**config.mk**
```make
export PLATFORM = sky130hd
export DESIGN_NAME = ovl_ram_ctrl
export DESIGN_NICKNAME = d
export VERILOG_FILES = /design/src/rtl/ovl_pkg.sv /design/src/rtl/ovl_ctl_decode.sv /design/src/rtl/ovl_mode_regs.sv /design/src/rtl/ovl_addr_map.sv /design/src/rtl/ovl_ram_ctrl.sv
export SDC_FILE = /design/constraint.sdc
export NUM_CORES = 1
export LEC_CHECK = 0
export ABC_AREA = 1
export CELL_PAD_IN_SITES_DETAIL_PLACEMENT = 1
export CELL_PAD_IN_SITES_GLOBAL_PLACEMENT = 2
export CORE_MARGIN = 2
export CORE_UTILIZATION = 30
export CTS_CLUSTER_SIZE = 25
export DETAILED_ROUTE_END_ITERATION = 16
export DONT_BUFFER_PORTS = 1
export GPL_ROUTABILITY_DRIVEN = 0
export PLACE_DENSITY_LB_ADDON = 0.12
export SYNTH_ARGS = -nofsm -noshare
export SYNTH_HDL_FRONTEND = slang
export SYNTH_SLANG_ARGS = --single-unit
```
**constraint.sdc**
```tcl
create_clock -name clk -period 4.39 [get_ports clk]
set_input_delay 0.878 -clock clk [delete_from_list [all_inputs] [get_ports clk]]
set_output_delay 0.878 -clock clk [all_outputs]
set_load 0.03 [all_outputs]
```
**src/rtl/ovl_pkg.sv**
```systemverilog
`timescale 1ns/1ps
package ovl_pkg;
  // Control operation, taken from the low two address bits of a window access
  typedef enum logic [1:0] {
    OP_RDON_CLR  = 2'b00,
    OP_CNT_RDOFF = 2'b01,
    OP_ALL_OFF   = 2'b10,
    OP_CNT_RDON  = 2'b11
  } ctl_op_e;

  typedef struct packed {
    logic rd_en;
    logic wr_en;
    logic bank1;
  } ovl_state_t;
endpackage

```
**src/rtl/ovl_ctl_decode.sv**
```systemverilog
`timescale 1ns/1ps
module ovl_ctl_decode #(
  parameter int AW = 16,
  parameter logic [AW-1:0] CTL_BASE = 16'hC080
) (
  input  logic [AW-1:0]      addr,
  input  logic               acc_vld,
  input  logic               rnw,
  output logic               hit,
  output ovl_pkg::ctl_op_e   op,
  output logic               bank1_sel,
  output logic               is_rd
);
  logic unused_b2;

  // The window is 16 addresses, aligned to 16
  assign hit       = acc_vld && (addr[AW-1:4] == CTL_BASE[AW-1:4]);
  assign op        = ovl_pkg::ctl_op_e'(addr[1:0]);
  assign bank1_sel = addr[3];
  assign is_rd     = rnw;
  assign unused_b2 = addr[2];
endmodule

```
**src/rtl/ovl_mode_regs.sv**
```systemverilog
`timescale 1ns/1ps
module ovl_mode_regs #(
  parameter int ARM = 2,
  parameter int CW  = 2
) (
  input  logic                clk,
  input  logic                rst_n,
  input  logic                hit,
  input  ovl_pkg::ctl_op_e    op,
  input  logic                bank1_sel,
  input  logic                is_rd,
  output ovl_pkg::ovl_state_t st,
  output logic [CW-1:0]       cnt
);
  import ovl_pkg::*;

  localparam logic [CW-1:0] ARM_V = CW'(ARM);

  ovl_state_t      st_n;
  logic [CW-1:0]   cnt_n;
  logic [CW-1:0]   cnt_inc;

  // Saturating increment
  assign cnt_inc = (cnt == ARM_V) ? cnt : cnt + 1'b1;

  always_comb begin
    st_n  = st;
    cnt_n = cnt;
    if (hit) begin
      st_n.bank1 = bank1_sel;
      unique case (op)
        OP_RDON_CLR: begin
          st_n.rd_en = 1'b1;
          st_n.wr_en = 1'b0;
          cnt_n      = '0;
        end
        OP_ALL_OFF: begin
          st_n.rd_en = 1'b0;
          st_n.wr_en = 1'b0;
          cnt_n      = '0;
        end
        OP_CNT_RDOFF, OP_CNT_RDON: begin
          st_n.rd_en = (op == OP_CNT_RDON);
          if (is_rd) begin
            cnt_n = cnt_inc;
            if (cnt_inc == ARM_V) st_n.wr_en = 1'b1;
          end else begin
            cnt_n = '0;
          end
        end
        default: ;
      endcase
    end
  end

  always_ff @(posedge clk) begin
    if (!rst_n) begin
      st  <= '{rd_en: 1'b0, wr_en: 1'b0, bank1: 1'b0};
      cnt <= '0;
    end else begin
      st  <= st_n;
      cnt <= cnt_n;
    end
  end
endmodule

```
**src/rtl/ovl_addr_map.sv**
```systemverilog
`timescale 1ns/1ps
module ovl_addr_map #(
  parameter int AW  = 16,
  parameter int RAW = 14,
  parameter logic [AW-1:0] OVL_BASE = 16'hD000,
  parameter logic [AW-1:0] HI_BASE  = 16'hE000
) (
  input  logic                addr_vld,
  input  logic [AW-1:0]       addr,
  input  logic                rnw,
  input  ovl_pkg::ovl_state_t st,
  output logic                ram_sel,
  output logic                ram_we,
  output logic                rom_sel,
  output logic [RAW-1:0]      ram_addr
);
  localparam int BANK = int'(HI_BASE) - int'(OVL_BASE);

  logic          in_ovl, in_hi;
  logic [AW-1:0] lo_off, hi_off;
  logic [RAW-1:0] phys;

  assign in_ovl = addr_vld && (addr >= OVL_BASE);
  assign in_hi  = addr >= HI_BASE;
  assign lo_off = addr - OVL_BASE;
  assign hi_off = addr - HI_BASE;

  // Bank 1 at 0, bank 2 after it, the upper region after both
  always_comb begin
    if (in_hi)
      phys = RAW'(hi_off) + RAW'(2 * BANK);
    else if (st.bank1)
      phys = RAW'(lo_off);
    else
      phys = RAW'(lo_off) + RAW'(BANK);
  end

  assign ram_sel  = in_ovl && (rnw ? st.rd_en : st.wr_en);
  assign ram_we   = in_ovl && !rnw && st.wr_en;
  assign rom_sel  = in_ovl && rnw && !st.rd_en;
  assign ram_addr = ram_sel ? phys : '0;
endmodule

```
**src/rtl/ovl_ram_ctrl.sv**
```systemverilog
`timescale 1ns/1ps
module ovl_ram_ctrl #(
  parameter int AW  = 16,
  parameter int RAW = 14,
  parameter int ARM = 2,
  parameter logic [AW-1:0] CTL_BASE = 16'hC080,
  parameter logic [AW-1:0] OVL_BASE = 16'hD000,
  parameter logic [AW-1:0] HI_BASE  = 16'hE000
) (
  input  logic           clk,
  input  logic           rst_n,
  input  logic           acc_vld,
  input  logic           rnw,
  input  logic [AW-1:0]  addr,
  output logic           ctl_hit,
  output logic           ram_sel,
  output logic           ram_we,
  output logic           rom_sel,
  output logic [RAW-1:0] ram_addr
);
  localparam int CW = $clog2(ARM + 1);

  ovl_pkg::ctl_op_e    op;
  ovl_pkg::ovl_state_t st;
  logic                bank1_sel;
  logic                is_rd;
  logic [CW-1:0]       cnt;

  ovl_ctl_decode #(.AW(AW), .CTL_BASE(CTL_BASE)) u_dec (
    .addr(addr), .acc_vld(acc_vld), .rnw(rnw),
    .hit(ctl_hit), .op(op), .bank1_sel(bank1_sel), .is_rd(is_rd)
  );

  ovl_mode_regs #(.ARM(ARM), .CW(CW)) u_regs (
    .clk(clk), .rst_n(rst_n), .hit(ctl_hit), .op(op),
    .bank1_sel(bank1_sel), .is_rd(is_rd), .st(st), .cnt(cnt)
  );

  ovl_addr_map #(.AW(AW), .RAW(RAW), .OVL_BASE(OVL_BASE), .HI_BASE(HI_BASE)) u_map (
    .addr_vld(acc_vld), .addr(addr), .rnw(rnw), .st(st),
    .ram_sel(ram_sel), .ram_we(ram_we), .rom_sel(rom_sel), .ram_addr(ram_addr)
  );
endmodule

```
After elaboration in Yosys (flattened, before gate mapping). Cells that the tools add are included.

Add/sub/neg operators: 5. Multiply operators: 0. Div/mod/pow operators: 0. $lt $le $gt $ge: 2. Equal/unequal tests: 8. Shift operators: 0. Muxes and demuxes: 10. Bitwise gates (word level): 0. Reduce and logical (&&, ||, !) cells: 13.

Operators with widths (number): $mux 14 (3); $ge 16x16->1 const B (2); $add 14x13->14 const B (1); $add 14x14->14 const B (1); $sub 14x13->14 const B (1); $sub 14x14->14 const B (1); $eq 12x12->1 const B (1); $eq 2x2->1 const B (4); $logic_and 1x1->1 (7); $pmux 2 s3 (1); $mux 2 (2); $pmux 2 s2 (1); $reduce_or 2->1 (2); $mux 1 (3); $reduce_and 3->1 (1); $add 2x1->2 const B (1); $eq 2x1->1 const B (1); $logic_not 1->1 (2); $logic_not 2->1 (1); $ne 2x1->1 const B (1); $ne 2x2->1 const B (1).

Flip-flop bits (word level): 5. Bits in latches: 0. RAM bits: 0. ROM bits: 0. Bits of input ports: 20. Output and inout port bits: 18. Logic and storage cells: 42. Memories: 0.

Depth between registers and ports, before layout.
Depth in word-level cells: 6. Gate-level depth with buffers: 9. Mapped depth without buffers: 9.

Modules after synthesis. A second synthesis with hierarchy kept.

Cell total of the unflattened synthesis: 127. Area, all modules: 718.2 µm².

By module, submodules not included: ovl_addr_map (times used 1, cells an instance 74, area an instance 375.4 µm², sequential area each 0.0 µm²); ovl_mode_regs (times used 1, cells an instance 34, area an instance 255.2 µm², sequential area each 100.1 µm²); ovl_ctl_decode (times used 1, cells an instance 19, area an instance 87.6 µm², sequential area each 0.0 µm²).

Worst setup path before layout. No wires, ideal clock.

Kind: input -> output. Start point: in addr[12]. End point: out ram_addr[12]. Arrival: 1.973 ns. Required time: 3.512 ns. Path slack: 1.539 ns. Stages: 6. Buffers on the path: 0. Path through: inv_1 -> ha_1 -> or2_1 -> nand2_2 -> nand3_4 -> nor2_1.

Longest elaborated chain between the ends: 5. Elaborated cells on any way between the ends: 11. Classes of those cells: add/sub (4); order compare (2); mux (3); reduce/logical (2).

Ends and longest elaborated chain: from (decl) (RTL line ovl_ram_ctrl.sv:14) `input logic [AW-1:0] addr,`; $sub 14x13->14 (RTL line ovl_addr_map.sv:25) `assign lo_off = addr - OVL_BASE;`; $add 14x13->14 (RTL line ovl_addr_map.sv:35) `phys = RAW'(lo_off) + RAW'(BANK);`; $mux 14 (RTL line ovl_addr_map.sv:32) `else if (st.bank1)`; $mux 14 (RTL line ovl_addr_map.sv:30) `if (in_hi)`; $mux 14 (*) (RTL line ovl_addr_map.sv:41) `assign ram_addr = ram_sel ? phys : '0;`; to (decl) (RTL line ovl_ram_ctrl.sv:19) `output logic [RAW-1:0] ram_addr`.

Every way passes the cells marked *; elsewhere a longest branch is shown, timed or not.

Worst setup path after layout.
Start point: in addr[0]. End point: out ram_addr[12].

Same word-level chain as after synthesis.

==> metrics <==
min-delay worst type=register to register; iteration count of the initial detailed-routing pass=4; total track usage=0.140; Area Growth Syn to Fin=7.31%; # rows=17; critical path arrival=between 2 and 2.5 ns; Slowest cell on crit path=nor2_1; Tot Pwr=approximately 0.13 mW; placed cell areas=roughly 700 um2; PortBufs=0; Final period util=0.708; WHS=between 0.4 and 0.5 ns; post-synthesis cell count=122; largest net degree at the start of global routing=16; leading post-synthesis cells by cell area=nor2_1 16%, inv_1 15%, dfxtp_1 15%; hold-fix buffers at CTS=0; fraction of layout cells with a size suffix above 1=0.120; full die area=about 2700 um2; DR vias=slightly below 700; final setup vio count=0; Initial Util=0.312; pwr/cell area=approximately 170 nW/um2; minimum clock period=between 3 and 4 ns; post-synthesis area per instance=between 5 and 6 um2; Hold Fails Final Rpt=0; Yosys warning count=0; Final Cell Area=between 700 and 800 um2; status=completed; HPWL after detailed placement=between 1500 and 2000 um; Worst slew margin=0.615; fraction of registers with async set/reset=0; die height=between 50 and 60 um; post-route ant nets=0; Max Root-Sink Buffers=2; maximum fanout along the worst path=15; Remaining DRCs=0; max frequency=about 320 MHz; Post-CTS Setup Inserts=0; final worst slack=~1.3 ns; Post-synth top cells=29 x nor2_1, 28 x inv_1, 23 x nand2_1, 10 x nor2_2; worst clock skew=between 0.002 and 0.003 ns; IO Count=38; CP cell instances=inv_1, ha_1, nand3_1, nor2_1, nand2_1, nand2_2, nand3_4, nor2_1; Post-synth EDFFs=0; TritonCTS buffer count=3; fin. max-slew vios=0; Iter 0 DRT Violations=13; count of different cell masters after synthesis=15; max-cap violations=0; vias in the first global route=just under 700; area fraction of the dominant cell type after synthesis=0.159; synthesized area=just under 700 um2; CP Class=input pin to output port; Clock Tree Root=clkbuf_4; NumNets Final=about 150; clock sinks=5; Peak VDD IR=about 0.00011 V; pre-CTS WS=1.23 ns; CP max stage delay=just over 0.5 ns; htree depth=1; CTS tree=built; Req. time, crit path=about 3.5 ns; Post-Route WL=between 1500 and 2000 um; # diodes=0; Most Frequent Cell on Critical Path=nor2_1; worst skew pair latency=approximately 0.24 ns; CP endpoint kind=output port; unrepaired setup endpoints after global routing=no; post-cts sizing count=0; first-pass GRT wire length=2810 um; largest area contributor in the netlist=nor2_1; Lkg Pwr=roughly 0.4 nW; most frequent cell after synthesis=nor2_1; remaining global-route overflow=0; Top FF cell, synth=dfxtp_1; Worst-path clk slew=around 0.04 ns; initial antenna violation count=0; CP Launch Type=input pin; syn_nets=between 100 and 150; register bit total from synthesis=5; routed len/inst=11.5 um; register area share after synthesis=0.146; vias per cell=about 4.5; measured slew at the worst slew-check pin=0.575 ns; core area=2190 um2; Die W=between 50 and 60 um; Post-Route Setup TNS=0 ns
[report_power, final]
group / total (mW) / switching (mW) / internal (mW)
Sequential: 0.0456 / 0.00000363 / 0.0456
Clock: 0.0513 / 0.0170 / 0.0343
Combinational: 0.0284 / 0.0191 / 0.00922
[cell usage in the layout, fill, tap and decap left out, drive strengths merged]
master,count
ha,7
inv,28
a21oi,3
dfxtp,5
clkbuf,4
nand2,24
or2,1
xnor2,1
nor2,39
nand4,4
xor2,1
nand3,8
[critical path: cells and delay by family]
family,cells,cell delay [ns]
adders and majority gates,1,0.16
buffers and inverters,1,0.09
and+or+nand+nor,6,1.11
[sequential cells by signal, indices dropped and copies added (netlist names)]
name        flops
u_regs.cnt      2
u_regs.st       3
[per-stage QoR]
stage | std cells | utilization
global placement | 149 | 0.323
detailed placement | 149 | 0.323
finish | 153 | 0.335
floorplan | 122 | -
CTS | 153 | 0.335
global route | 153 | 0.335
[cell families after synthesis]
group / synth area share
AO/OA/AOI/OAI: 0.0219
XOR/XNOR: 0.0256
adder cells (fa/ha/maj): 0.128
buffers and inverters: 0.170
flip-flops: 0.146
AND/OR/NAND/NOR: 0.508
[metal layers]
layer | up-vias | track usage | wire length (um)
li1 | 367 | - | -
met5 | - | 0 | 0
met4 | 0 | 0.0395 | 0
met2 | 14 | 0.269 | 948
met3 | 0 | 0.0431 | 115
met1 | 307 | 0.144 | 693
[final cells by class]
class / instances / area (um2)
clock buffer: 4 / 26.3
fill: 304 / 1460
inverter: 28 / 105
multi-input combinational: 88 / 468
sequential: 5 / 100
tap: 28 / 35.0
[final timing paths]
check | slack, ns | cells past startpoint | start | to
max | 1.28 | 8 | addr[0] | ram_addr[12]
min | 0.46 | 2 | u_regs.cnt[0] | u_regs.cnt[0]
max reg2reg | 3.21 | 8 | u_regs.cnt[0] | u_regs.st[1]
min reg2reg | 0.46 | 2 | u_regs.cnt[0] | u_regs.cnt[0]
(Power assumes the default switching activity.)
